### src/rtl/lapic_mode_pkg.sv
package lapic_mode_pkg;
  localparam int BSP_BIT = 8;
  localparam int EXT_BIT = 10;
  localparam int EN_BIT  = 11;
  localparam int BASE_LO = 12;
  localparam int BASE_HI = 31;
  localparam int BASE_W  = BASE_HI - BASE_LO + 1;
  localparam int LD_W    = 32;
  // bits that software may write without a fault
  localparam logic [63:0] KEEP_MASK = 64'h0000_0000_FFFF_FD00;

  typedef enum logic [1:0] {
    MODE_OFF   = 2'b00,
    MODE_XAPIC = 2'b01,
    MODE_X2    = 2'b10
  } mode_e;

  typedef struct packed {
    logic loadBase;
    logic resetId;
    logic nextEn;
    logic nextExt;
  } ctrl_s;
endpackage

### src/rtl/lapic_mode_ctrl.sv
module lapic_mode_ctrl
  import lapic_mode_pkg::*;
(
  input  logic        wrEn,
  input  logic [63:0] wrData,
  input  logic        x2Supported,
  input  logic        curEn,
  input  logic        curExt,
  output logic        fault,
  output ctrl_s       strb
);
  logic rsvdHit, badExt, badCombo, badJump, badBack, illegal;
  logic wEn, wExt;

  always_comb begin
    wEn      = wrData[EN_BIT];
    wExt     = wrData[EXT_BIT];
    rsvdHit  = |(wrData & ~KEEP_MASK);
    badExt   = wExt && !x2Supported;
    badCombo = wExt && !wEn;
    badJump  = !curEn && !curExt && wEn && wExt;
    badBack  = curEn && curExt && wEn && !wExt;
    illegal  = rsvdHit || badExt || badCombo || badJump || badBack;
    fault         = wrEn && illegal;
    strb.loadBase = wrEn && !illegal;
    strb.resetId  = wrEn && !rsvdHit;
    strb.nextEn   = wEn;
    strb.nextExt  = wExt;
  end
endmodule

### src/rtl/lapic_mode_dp.sv
module lapic_mode_dp
  import lapic_mode_pkg::*;
#(
  parameter int ID_W = 32,
  parameter logic [BASE_W-1:0] BASE_RST = 20'hFEE00
) (
  input  logic              clk,
  input  logic              rstN,
  input  logic              bspStrap,
  input  logic [ID_W-1:0]   initialId,
  input  logic [BASE_W-1:0] wrBase,
  input  ctrl_s             strb,
  input  logic              idWrEn,
  input  logic [ID_W-1:0]   idWrData,
  input  logic              svWrEn,
  input  logic              svWrBit,
  output logic              curEn,
  output logic              curExt,
  output logic [63:0]       rdData,
  output logic              featureEn,
  output logic [ID_W-1:0]   ctrlId,
  output logic [LD_W-1:0]   logicalDest,
  output logic              svSwEnable
);
  logic [BASE_W-1:0] baseQ;
  logic              enQ, extQ, bspQ, featQ, svQ;
  logic [ID_W-1:0]   idQ;
  logic [LD_W-1:0]   ldQ, ldNext;

  // cluster in the upper half, one-hot member in the low 16 bits
  always_comb ldNext = {initialId[15:4], 20'b0} | (LD_W'(1) << initialId[3:0]);

  always_ff @(posedge clk) begin
    if (!rstN) begin
      baseQ <= BASE_RST;
      enQ   <= 1'b1;
      extQ  <= 1'b0;
      bspQ  <= bspStrap;
      featQ <= 1'b1;
      svQ   <= 1'b0;
      idQ   <= initialId;
      ldQ   <= '0;
    end else begin
      if (strb.loadBase) begin
        baseQ <= wrBase;
        enQ   <= strb.nextEn;
        extQ  <= strb.nextExt;
        featQ <= strb.nextEn;
        if (strb.nextExt) ldQ <= ldNext;
      end
      if (strb.loadBase && !strb.nextEn) svQ <= 1'b0;
      else if (svWrEn)                   svQ <= svWrBit;
      if (strb.resetId)  idQ <= initialId;
      else if (idWrEn)   idQ <= idWrData;
    end
  end

  always_comb begin
    curEn       = enQ;
    curExt      = extQ;
    rdData      = {32'b0, baseQ, enQ, extQ, 1'b0, bspQ, 8'b0};
    featureEn   = featQ;
    ctrlId      = idQ;
    logicalDest = ldQ;
    svSwEnable  = svQ;
  end
endmodule

### src/rtl/lapic_mode_reg.sv
module lapic_mode_reg
  import lapic_mode_pkg::*;
#(
  parameter int ID_W = 32,
  parameter logic [19:0] BASE_RST = 20'hFEE00
) (
  input  logic            clk,
  input  logic            rstN,
  input  logic            bspStrap,
  input  logic            x2Supported,
  input  logic [ID_W-1:0] initialId,
  input  logic            wrEn,
  input  logic [63:0]     wrData,
  input  logic            idWrEn,
  input  logic [ID_W-1:0] idWrData,
  input  logic            svWrEn,
  input  logic            svWrBit,
  output logic            fault,
  output logic [63:0]     rdData,
  output logic [1:0]      mode,
  output logic            featureEn,
  output logic [ID_W-1:0] ctrlId,
  output logic [31:0]     logicalDest,
  output logic            svSwEnable
);
  ctrl_s strb;
  logic  curEn, curExt;

  lapic_mode_ctrl i_ctrl (
    .wrEn(wrEn), .wrData(wrData), .x2Supported(x2Supported),
    .curEn(curEn), .curExt(curExt), .fault(fault), .strb(strb)
  );

  lapic_mode_dp #(.ID_W(ID_W), .BASE_RST(BASE_RST)) i_dp (
    .clk(clk), .rstN(rstN), .bspStrap(bspStrap), .initialId(initialId),
    .wrBase(wrData[BASE_HI:BASE_LO]), .strb(strb),
    .idWrEn(idWrEn), .idWrData(idWrData), .svWrEn(svWrEn), .svWrBit(svWrBit),
    .curEn(curEn), .curExt(curExt), .rdData(rdData), .featureEn(featureEn),
    .ctrlId(ctrlId), .logicalDest(logicalDest), .svSwEnable(svSwEnable)
  );

  always_comb begin
    if (!curEn)     mode = MODE_OFF;
    else if (curExt) mode = MODE_X2;
    else            mode = MODE_XAPIC;
  end
endmodule

### config.mk
export PLATFORM = sky130hd
export DESIGN_NAME = lapic_mode_reg
export DESIGN_NICKNAME = d
export VERILOG_FILES = /design/src/rtl/lapic_mode_pkg.sv /design/src/rtl/lapic_mode_ctrl.sv /design/src/rtl/lapic_mode_dp.sv /design/src/rtl/lapic_mode_reg.sv
export SDC_FILE = /design/constraint.sdc
export NUM_CORES = 1
export LEC_CHECK = 0
export BUFFER_PORTS_ARGS = -buffer_cell sky130_fd_sc_hd__buf_2
export CORE_AREA = 2 2 104 106
export CTS_CLUSTER_DIAMETER = 40
export DETAILED_ROUTE_END_ITERATION = 16
export DIE_AREA = 0 0 106 108
export PLACE_DENSITY = 0.83
export SETUP_SLACK_MARGIN = 0.3
export SYNTH_ARGS = -nofsm -noshare
export SYNTH_HDL_FRONTEND = slang
export SYNTH_HIERARCHICAL = 1
export SYNTH_SLANG_ARGS = --single-unit
### constraint.sdc
create_clock -name clk -period 4.6 [get_ports clk]
set_input_delay 0.69 -clock clk [delete_from_list [all_inputs] [get_ports clk]]
set_output_delay 0.69 -clock clk [all_outputs]
set_load 0.01 [all_outputs]
==> metrics.cfg, run 1 <==
[global_routing]
grt_pass1_wl_um = 15100
grt_max_degree = 34
grt_util_all_layers_pct = 17.1
overflow = 0
grtUsageMet2_pct = 30.0
grt_antenna_before_repair = 0
grtUsageMet1_pct = 19.1
grt_pass1_vias = 2973
use_met3_pct = 5.06
grt.busiest_layer = met2

[drt]
initialDrtViolationCount = 129
drt_wl_total_um = 10100
num_vias = 3131
drc_errors = 0
wl_per_cell_um = 14.9
ant_nets = 0
vias_per_cell = 4.64
first_pass_iters = 4

[floorplan]
rows = 37
initial_utilization_pct = 39.1
die_h_um = 108
core-area_um2 = 10200
pin_count = 269
fp.dieArea_um2 = 11400
fp.dieW_um = 106

[layout]
multiInputGateArea_um2 = 1620
final_area_um2 = 5110
diodes = 0
final_util_pct = 49.9
layout.nets = 670
final_common_cell = buf_2
ff_latch_area_um2 = 2010
layout_common_cells = buf_2 (222), dfxtp_1 (51), conb_1 (45)
n_fill_cell = 893
drive_gt1_share_pct = 54.2
syn_to_final_growth_pct = 27.5

[hold_path]
min_path_type = reg2reg

[flow_run]
maxCapViolCount = 0

[synth]
ys_types = 39
yosysSeqAreaShare_pct = 50.2
async_reset_ff_share_pct = 0
synth_seq_cells = 84
synth-edff-count = 33
synth_warnings = 6
netlist_instances = 328
avgSynthCellArea_um2 = 12.2
syn_area_um2 = 4010
ys.flop_type = dfxtp_1

[placed_design]
placed_area_um2 = 4930
dpl_worst_slack_ps = 1240
gp_congestion = 0.795
port_buffers = 222
dp_hpwl_um = 7780

[setup_path]
crit_required_ps = 4580
critPathCaptureType = flip-flop
cp-start-kind = input port
crit_fanout = 33
cp_slowest_stage_delay_ps = 670
slowest_stage = or2_2
crit_chain = buf_2, nor4_1, nand4_1, nor3_2, and2_2, nand2b_4, or2_2
worstPathArrival_ps = 2930
crit_type = in2reg

[run_status]
status = complete, no violations

[sta]
fin_crit_sh_pct = 64.0
worstMarginPinSlew_ps = 859
slew_headroom_pct = 42.8
fin_crit_ps = 2940
max_freq_mhz = 340
rsz0062_at_grt = no
setup_viol_count_final = 0
slew_viol_final = 0
fin_tns_setup_ps = 0
hold_slack_ps = 472
finalHoldViolCount = 0
setup_slack_ps = 1660
skew_ps = 9.37

[power_and_ir_drop]
ir_drop_v = 0.000150
clkPwrFrac_pct = 32.2
switchingPower_w = 0.000394
leakagePower_nw = 2.43
power.density_nw_per_um2 = 295
pwr-share-comb_pct = 13.6
seqPwrFrac_pct = 54.2
p_int_w = 0.00111
swShare_pct = 26.1

[cts]
cts.sinks = 84
cts_max_path_buffers = 2
root_buffer = clkbuf_8
cts_tree = done
clkLatencyLatePin_ps = 350
cts_max_level = 3
cts_inserted_buffers = 9
post_cts_buffers = 0
path_clk_slew_ps = 90
ctsResizeCount = 0
cts_hold_buf = 0

[logic make-up after synthesis]
family / synth area share [%]
other: 0.0936
AO/OA/AOI/OAI: 9.18
AND/OR/NAND/NOR: 9.90
flip-flops: 50.2
buffers and inverters: 13.4
multiplexers: 17.2
[power groups by stage]
stage          logic, W  registers (W)  clock network [W]
2_1_floorplan  0.000120       0.000854                  0
3_3_place_gp   0.000201       0.000833                  0
3_5_place_dp   0.000205       0.000834                  0
4_1_cts        0.000206       0.000817           0.000507
5_1_grt        0.000221       0.000820           0.000537
6_report       0.000205       0.000817           0.000485
[registers in the layout (all words and copies together) (netlist names)]
signal            cells
i_dp/baseQ           20
i_dp/featureEn        1
i_dp/ctrlId          32
i_dp/svSwEnable       1
i_dp/logicalDest     28
i_dp/bspQ             1
i_dp/curExt           1
[routing by layer]
layer,wire length [um],up-vias
li1,-,1501
met1,3920,1415
met2,4970,192
met3,898,23
met4,276,0
met5,0,-
[cell usage after synthesis, drive strengths merged, types with 2 or more instances]
cell type | n | area (um^2)
clkbuf | 4 | 15.0
nor2 | 15 | 56.3
nand4 | 3 | 18.8
a22o | 6 | 52.6
nor4 | 9 | 56.3
nor3b | 2 | 15.0
and2 | 2 | 15.0
nor3 | 4 | 25.0
a21oi | 13 | 65.1
o2bb2ai | 7 | 61.3
mux2i | 22 | 220
nand3b | 3 | 22.5
edfxtp | 33 | 991
dfxtp | 51 | 1020
a21bo | 12 | 120
a21boi | 2 | 26.3
nand2 | 10 | 37.5
buf | 68 | 517
mux2 | 32 | 469
a32o | 2 | 20.0
nand3 | 15 | 75.1
[layout make-up]
| class | instances | area share, % |
|---|---|---|
| multi-input combinational | 215 | 31.8 |
| clock buffer | 9 | 2.43 |
| sequential | 84 | 39.4 |
| inverter | 1 | 0.0735 |
| tap | 136 | 3.33 |
| clock inverter | 7 | 1.08 |
| timing repair buffer | 223 | 21.9 |
[worst paths after layout]
check	start	to	slack (ps)	cells after the start
setup reg to reg	i_dp/curExt	i_dp/baseQ[0]	2230	6
hold reg to reg	i_dp/logicalDest[14]	i_dp/logicalDest[14]	470	1
hold / removal	i_dp/logicalDest[14]	i_dp/logicalDest[14]	470	1
setup / recovery	wrData[4]	i_dp/ctrlId[1]	1660	7
[stage by stage]
stage,power [W],std cells
4_1_cts,0.00153,675
2_1_floorplan,0.000974,372
3_3_place_gp,0.00103,659
5_1_grt,0.00158,675
6_report,0.00151,675
3_5_place_dp,0.00104,659
[critical path, delay by kind of cell]
kind	cells	cell delay [ps]
and+or+nand+nor	6	2090
buffers and inverters	1	100
Note: power is estimated with default switching activity, not from simulation.
==> run 2, diff against run 1 <==
Clock period 4.6 ns to 3 ns, I/O delays scaled along.
==> run 2 against run 1 <==
  * Sequential share of layout area fell by 1.1 points
  * Register-to-register slack got worse by 1200 ps
  * Power rose by 61%
  * Clock power rose by 75%
  * Setup slack got worse by 860 ps
  * Flip-flop and latch count did not move
  * Sequential power rose by 53%
  * Clock-buffer cell count rose by 2
  * Non-clock buffer count rose by 7
  * First-iteration DRC count fell by 20%
  * Critical path type unchanged
==> metrics.cfg, run 2 (synthesis results as in run 1) <==
[hold_path]
min_path_type = in2reg  ; was reg2reg

[floorplan]
initial_utilization_pct = 39.1  ; unchanged
core-area_um2 = 10200  ; unchanged
fp.dieArea_um2 = 11400  ; unchanged
die_h_um = 108  ; unchanged
fp.dieW_um = 106  ; unchanged
pin_count = 269  ; unchanged
rows = 37  ; unchanged

[setup_path]
cp-start-kind = input port  ; unchanged
r2r_setup_slack_ps = 1020  ; was 2230 ps
worstPathArrival_ps = 2300  ; was 2930 ps
critPathCaptureType = flip-flop  ; unchanged
slowest_stage = nand2b_4  ; was or2_2
crit_chain = buf_2, nor4_1, nand4_1, nor3_2, and2_2, nand2b_4, buf_12, mux2_4  ; was buf_2, nor4_1, nand4_1, nor3_2, and2_2, nand2b_4, or2_2
crit_required_ps = 3100  ; was 4580 ps
crit_type = in2reg  ; unchanged
crit_fanout = 17  ; was 33
cp_slowest_stage_delay_ps = 310  ; was 670 ps

[layout]
layout.nets = 677  ; was 670
diodes = 0  ; unchanged
final_util_pct = 51.3  ; was 49.9%
layout_common_cells = buf_2 (222), dfxtp_1 (51), conb_1 (45)  ; unchanged
drive_gt1_share_pct = 54.8  ; was 54.2%
final_common_cell = buf_2  ; unchanged
largest_reg_flops = 32  ; unchanged
syn_to_final_growth_pct = 31.0  ; was 27.5%
n_fill_cell = 894  ; was 893

[sta]
worstMarginPinSlew_ps = 773  ; was 859 ps
rsz0062_at_grt = no  ; unchanged
fin_tns_setup_ps = 0  ; unchanged
max_freq_mhz = 453
fin_crit_ps = 2210
skew_ps = 15.8  ; was 9.37 ps
slew_headroom_pct = 48.4  ; was 42.8%
setup_viol_count_final = 0  ; unchanged
fin_crit_sh_pct = 73.6
finalHoldViolCount = 0  ; unchanged
slew_viol_final = 0  ; unchanged

[power_and_ir_drop]
ir_drop_v = 0.000196  ; was 0.000150 V
power.density_nw_per_um2 = 462  ; was 295 nW/um^2
leakagePower_nw = 2.49  ; was 2.43 nW
pwr-share-comb_pct = 13.2  ; was 13.6%
total_power_w = 0.00242  ; was 0.00151 W
swShare_pct = 25.2  ; was 26.1%
p_int_w = 0.00181  ; was 0.00111 W
switchingPower_w = 0.000610  ; was 0.000394 W
seqPwrFrac_pct = 51.7  ; was 54.2%
clkPwrFrac_pct = 35.1  ; was 32.2%

[cts]
cts_hold_buf = 0  ; unchanged
cts_tree = done  ; unchanged
post_cts_buffers = 0  ; unchanged
clkLatencyLatePin_ps = 360  ; was 350 ps
ctsResizeCount = 0  ; unchanged
cts_max_path_buffers = 2  ; unchanged
cts_max_level = 3  ; unchanged
root_buffer = clkbuf_8  ; unchanged
path_clk_slew_ps = 100  ; was 90 ps
cts.sinks = 84  ; unchanged
cts_inserted_buffers = 9  ; unchanged

[global_routing]
overflow = 0  ; unchanged
grt_util_all_layers_pct = 17.3  ; was 17.1%
grt_max_degree = 33  ; was 34
grt_pass1_vias = 3134  ; was 2973
grt_pass1_wl_um = 15500  ; was 15100 um
grt_antenna_before_repair = 0  ; unchanged

[placed_design]
dp_hpwl_um = 8060  ; was 7780 um
port_buffers = 222  ; unchanged
gp_congestion = 0.793  ; was 0.795

[drt]
ant_nets = 0  ; unchanged
first_pass_iters = 4  ; unchanged
vias_per_cell = 4.65  ; was 4.64
wl_per_cell_um = 14.9  ; about the same
num_vias = 3171  ; was 3131
drc_errors = 0  ; unchanged
initialDrtViolationCount = 103  ; was 129
drt_wl_total_um = 10200  ; was 10100 um

[flow_run]
maxCapViolCount = 0  ; unchanged

[run_status]
status = complete, no violations  ; unchanged

==> run 2: cell type report <==
type	instances	area, um^2	area share (%)
Clock buffer	11	174	3.31
Clock inverter	5	42.5	0.811
Inverter	1	3.75	0.0715
Multi-Input combinational cell	215	1620	30.9
Sequential cell	84	2010	38.3
Tap cell	136	170	3.24
Timing Repair Buffer	230	1220	23.3
==> run 2: critical path, delay by kind of cell <==
kind / cells / cell delay, ps
buf+inv: 2 / 330
simple gates: 5 / 1200
mux: 1 / 310
==> run 2: stage by stage <==
step | hold WS (ps) | setup slack [ps] | cells | area (um^2)
after global placement | 448 | 406 | 666 | 5030
after detailed placement | 445 | 390 | 666 | 5030
after floorplan | 490 | 589 | 372 | 4170
after global routing | 239 | 632 | 682 | 5250
final | 265 | 792 | 682 | 5250
after CTS | 242 | 768 | 682 | 5250
==> run 2: worst paths after layout <==
path | from | end | cells past startpoint
min reg2reg | i_dp/logicalDest[15] | i_dp/logicalDest[15] | 1
max | wrData[0] | i_dp/ctrlId[26] | 8
min | bspStrap | i_dp/bspQ | 1
max reg2reg | i_dp/curExt | i_dp/logicalDest[15] | 5
==> run 2: power by group through the flow <==
stage | combinational, W | sequential (W) | clock (W)
floorplan | 0.000183 | 0.00131 | 0
global placement | 0.000314 | 0.00128 | 0
detailed placement | 0.000319 | 0.00128 | 0
CTS | 0.000321 | 0.00125 | 0.000877
global route | 0.000347 | 0.00126 | 0.000921
finish | 0.000321 | 0.00125 | 0.000851
==> run 2: layer usage <==
| layer | global-route usage, % | wire [um] |
|---|---|---|
| met1 | 19.2 | 3820 |
| met2 | 32.0 | 5290 |
| met3 | 3.80 | 835 |
| met4 | 7.52 | 244 |
| met5 | 0 | 0 |
==> run 3, diff against run 2 <==
Clock period 3 ns to 2.2 ns, I/O delays scaled along.
==> run 3 against run 2 <==
  * Design area is 4.5% higher
  * Sequential power is 37% higher
  * Sequential share of layout area is 1.7 points lower
  * Highest routed layer unchanged
==> metrics.cfg, run 3 (synthesis results as in run 1) <==
[drt]
drt_wl_total_um = 10700  ; was 10200 um
num_vias = 3244  ; was 3171
vias_per_cell = 4.69  ; was 4.65
first_pass_iters = 5  ; was 4
ant_nets = 0  ; unchanged
wl_per_cell_um = 15.4  ; was 14.9 um
initialDrtViolationCount = 124  ; was 103
drc_errors = 0  ; unchanged

[layout]
multiInputGateArea_um2 = 1730  ; was 1620 um^2
n_fill_cell = 878  ; was 894
layout_common_cells = buf_2 (213), dfxtp_1 (51), conb_1 (45)  ; was buf_2 (222), dfxtp_1 (51), conb_1 (45)
diodes = 0  ; unchanged
final_util_pct = 53.6  ; was 51.3%
layout.nets = 686  ; was 677
final_common_cell = buf_2  ; unchanged
drive_gt1_share_pct = 56.0  ; was 54.8%
ff_latch_area_um2 = 2010  ; unchanged
largest_reg_flops = 32  ; unchanged
syn_to_final_growth_pct = 36.9  ; was 31.0%

[power_and_ir_drop]
leakagePower_nw = 2.57  ; was 2.49 nW
power.density_nw_per_um2 = 591  ; was 462 nW/um^2
ir_drop_v = 0.000289  ; was 0.000196 V

[sta]
finalHoldViolCount = 0  ; unchanged
fin_crit_ps = 1920
skew_ps = 4.57  ; was 15.8 ps
setup_viol_count_final = 0  ; unchanged
rsz0062_at_grt = yes  ; was no
slew_viol_final = 0  ; unchanged
fin_crit_sh_pct = 87.1
fin_tns_setup_ps = 0  ; unchanged
max_freq_mhz = 522

[cts]
post_cts_buffers = 0  ; unchanged
cts_hold_buf = 0  ; unchanged
clkLatencyLatePin_ps = 340  ; was 360 ps
cts_max_level = 3  ; unchanged
cts.sinks = 84  ; unchanged
cts_tree = done  ; unchanged
cts_max_path_buffers = 2  ; unchanged
cts_inserted_buffers = 9  ; unchanged
root_buffer = clkbuf_8  ; unchanged
path_clk_slew_ps = 80  ; was 100 ps

[setup_path]
crit_type = in2reg  ; unchanged
r2r_setup_slack_ps = 470  ; was 1020 ps
timing.rr.end = i_dp/baseQ[1]  ; was i_dp/logicalDest[15]
r2r_start = i_dp/curExt  ; unchanged
slowest_stage = mux2_4  ; was nand2b_4
crit_fanout = 5  ; was 17
crit_buf_inv = 2  ; unchanged
critPathCaptureType = flip-flop  ; unchanged
cp-start-kind = input port  ; unchanged
path_delay_family = simple AND/OR/NAND/NOR gates  ; unchanged
crit_required_ps = 2290  ; was 3100 ps
worstPathArrival_ps = 2010  ; was 2300 ps
cp_slowest_stage_delay_ps = 290  ; was 310 ps
rr_worst_depth = 6  ; was 5
crit_chain = buf_2, nor4_2, nand3_1, nor3_2, and2_4, nand2b_4, clkbuf_16, mux2_4  ; was buf_2, nor4_1, nand4_1, nor3_2, and2_2, nand2b_4, buf_12, mux2_4

[global_routing]
grt_max_degree = 30  ; was 33
grt_util_all_layers_pct = 16.7  ; was 17.3%
grt_pass1_wl_um = 14800  ; was 15500 um
grt_pass1_vias = 3002  ; was 3134
overflow = 0  ; unchanged
grt_antenna_before_repair = 0  ; unchanged

[flow_run]
maxCapViolCount = 0  ; unchanged

[floorplan]
fp.dieArea_um2 = 11400  ; unchanged
rows = 37  ; unchanged
pin_count = 269  ; unchanged
fp.dieW_um = 106  ; unchanged
core-area_um2 = 10200  ; unchanged
initial_utilization_pct = 39.1  ; unchanged
die_h_um = 108  ; unchanged

[hold_path]
min_path_type = in2reg  ; unchanged
hold_end = i_dp/bspQ  ; unchanged
hold_path_depth = 1  ; unchanged
hp-start = bspStrap  ; unchanged

[run_status]
status = complete, no violations  ; unchanged

[placed_design]
dp_hpwl_um = 7920  ; was 8060 um
gp_congestion = 0.789  ; was 0.793
port_buffers = 222  ; unchanged

[run 3: cell types whose count changed in the layout (fill, tap and decap cells not counted), moves of 3 or more]
cell / delta
buf_6: +12
buf_2: -9
nor4_1: -8
clkbuf_1: +4
nor4_2: +4
nor4_4: +4
inv_6: -3
[run 3: worst reg2reg max path, stage by stage (launching register included)]
cell and delay (ps):
dfxtp_1 430, o211ai_1 120, a21oi_1 180, and3_2 390, buf_12 220, mux2i_1 210, nor2_1 50
[run 3: per-stage QoR]
step	instance area [um^2]	power (W)	hold WS, ps	worst slack (ps)	std cells
2_1_floorplan	4200	0.00204	429	107	372
3_3_place_gp	5090	0.00219	445	-37.6	671
3_5_place_dp	5090	0.00220	442	-104	671
4_1_cts	5280	0.00324	142	327	687
5_1_grt	5480	0.00339	132	256	691
6_report	5480	0.00324	167	283	691
[run 3: worst max-delay path by stage]
stage	from	to	slack [ps]	cells after the start
after CTS	wrData[37]	i_dp/ctrlId[21]	330	8
after floorplan	wrData[57]	i_dp/ctrlId[0]	110	8
after global routing	wrData[52]	i_dp/ctrlId[17]	260	8
after global placement	wrData[0]	i_dp/ctrlId[24]	-40	8
final	wrData[52]	i_dp/ctrlId[23]	280	8
after detailed placement	wrData[37]	i_dp/ctrlId[21]	-100	8
[run 3: cell type report]
class | instances | area share, %
Tap cell | 136 | 3.10
Sequential cell | 84 | 36.7
Multi-Input combinational cell | 216 | 31.5
Inverter | 1 | 0.0684
Clock inverter | 3 | 0.707
Timing Repair Buffer | 238 | 25.4
Clock buffer | 13 | 2.53
[run 3: repair_timing]
| action | in CTS | in global routing |
|---|---|---|
| gates cloned | 0 | 4 |
| endpoints found under the setup margin | 22 | 99 |
| gates resized for setup | 2 | 25 |
| hold endpoints to repair | 0 | 0 |
| pin swaps | 0 | 10 |
[run 3: metal layers]
metal | routed length, um | share of wire, % | track usage [%]
met5 | 0 | 0 | 0
met2 | 5430 | 51 | 29.9
met4 | 190 | 1.8 | 6.48
met1 | 4220 | 40 | 19.3
met3 | 837 | 7.8 | 4.22
[run 3: power breakdown]
part / switching [W] / internal [W] / leakage [nW]
Combinational: 0.000243 / 0.000253 / 1.73
Sequential: 0.0000181 / 0.00169 / 0.747
Clock: 0.000511 / 0.000522 / 0.0890
Total: 0.000773 / 0.00247 / 2.57
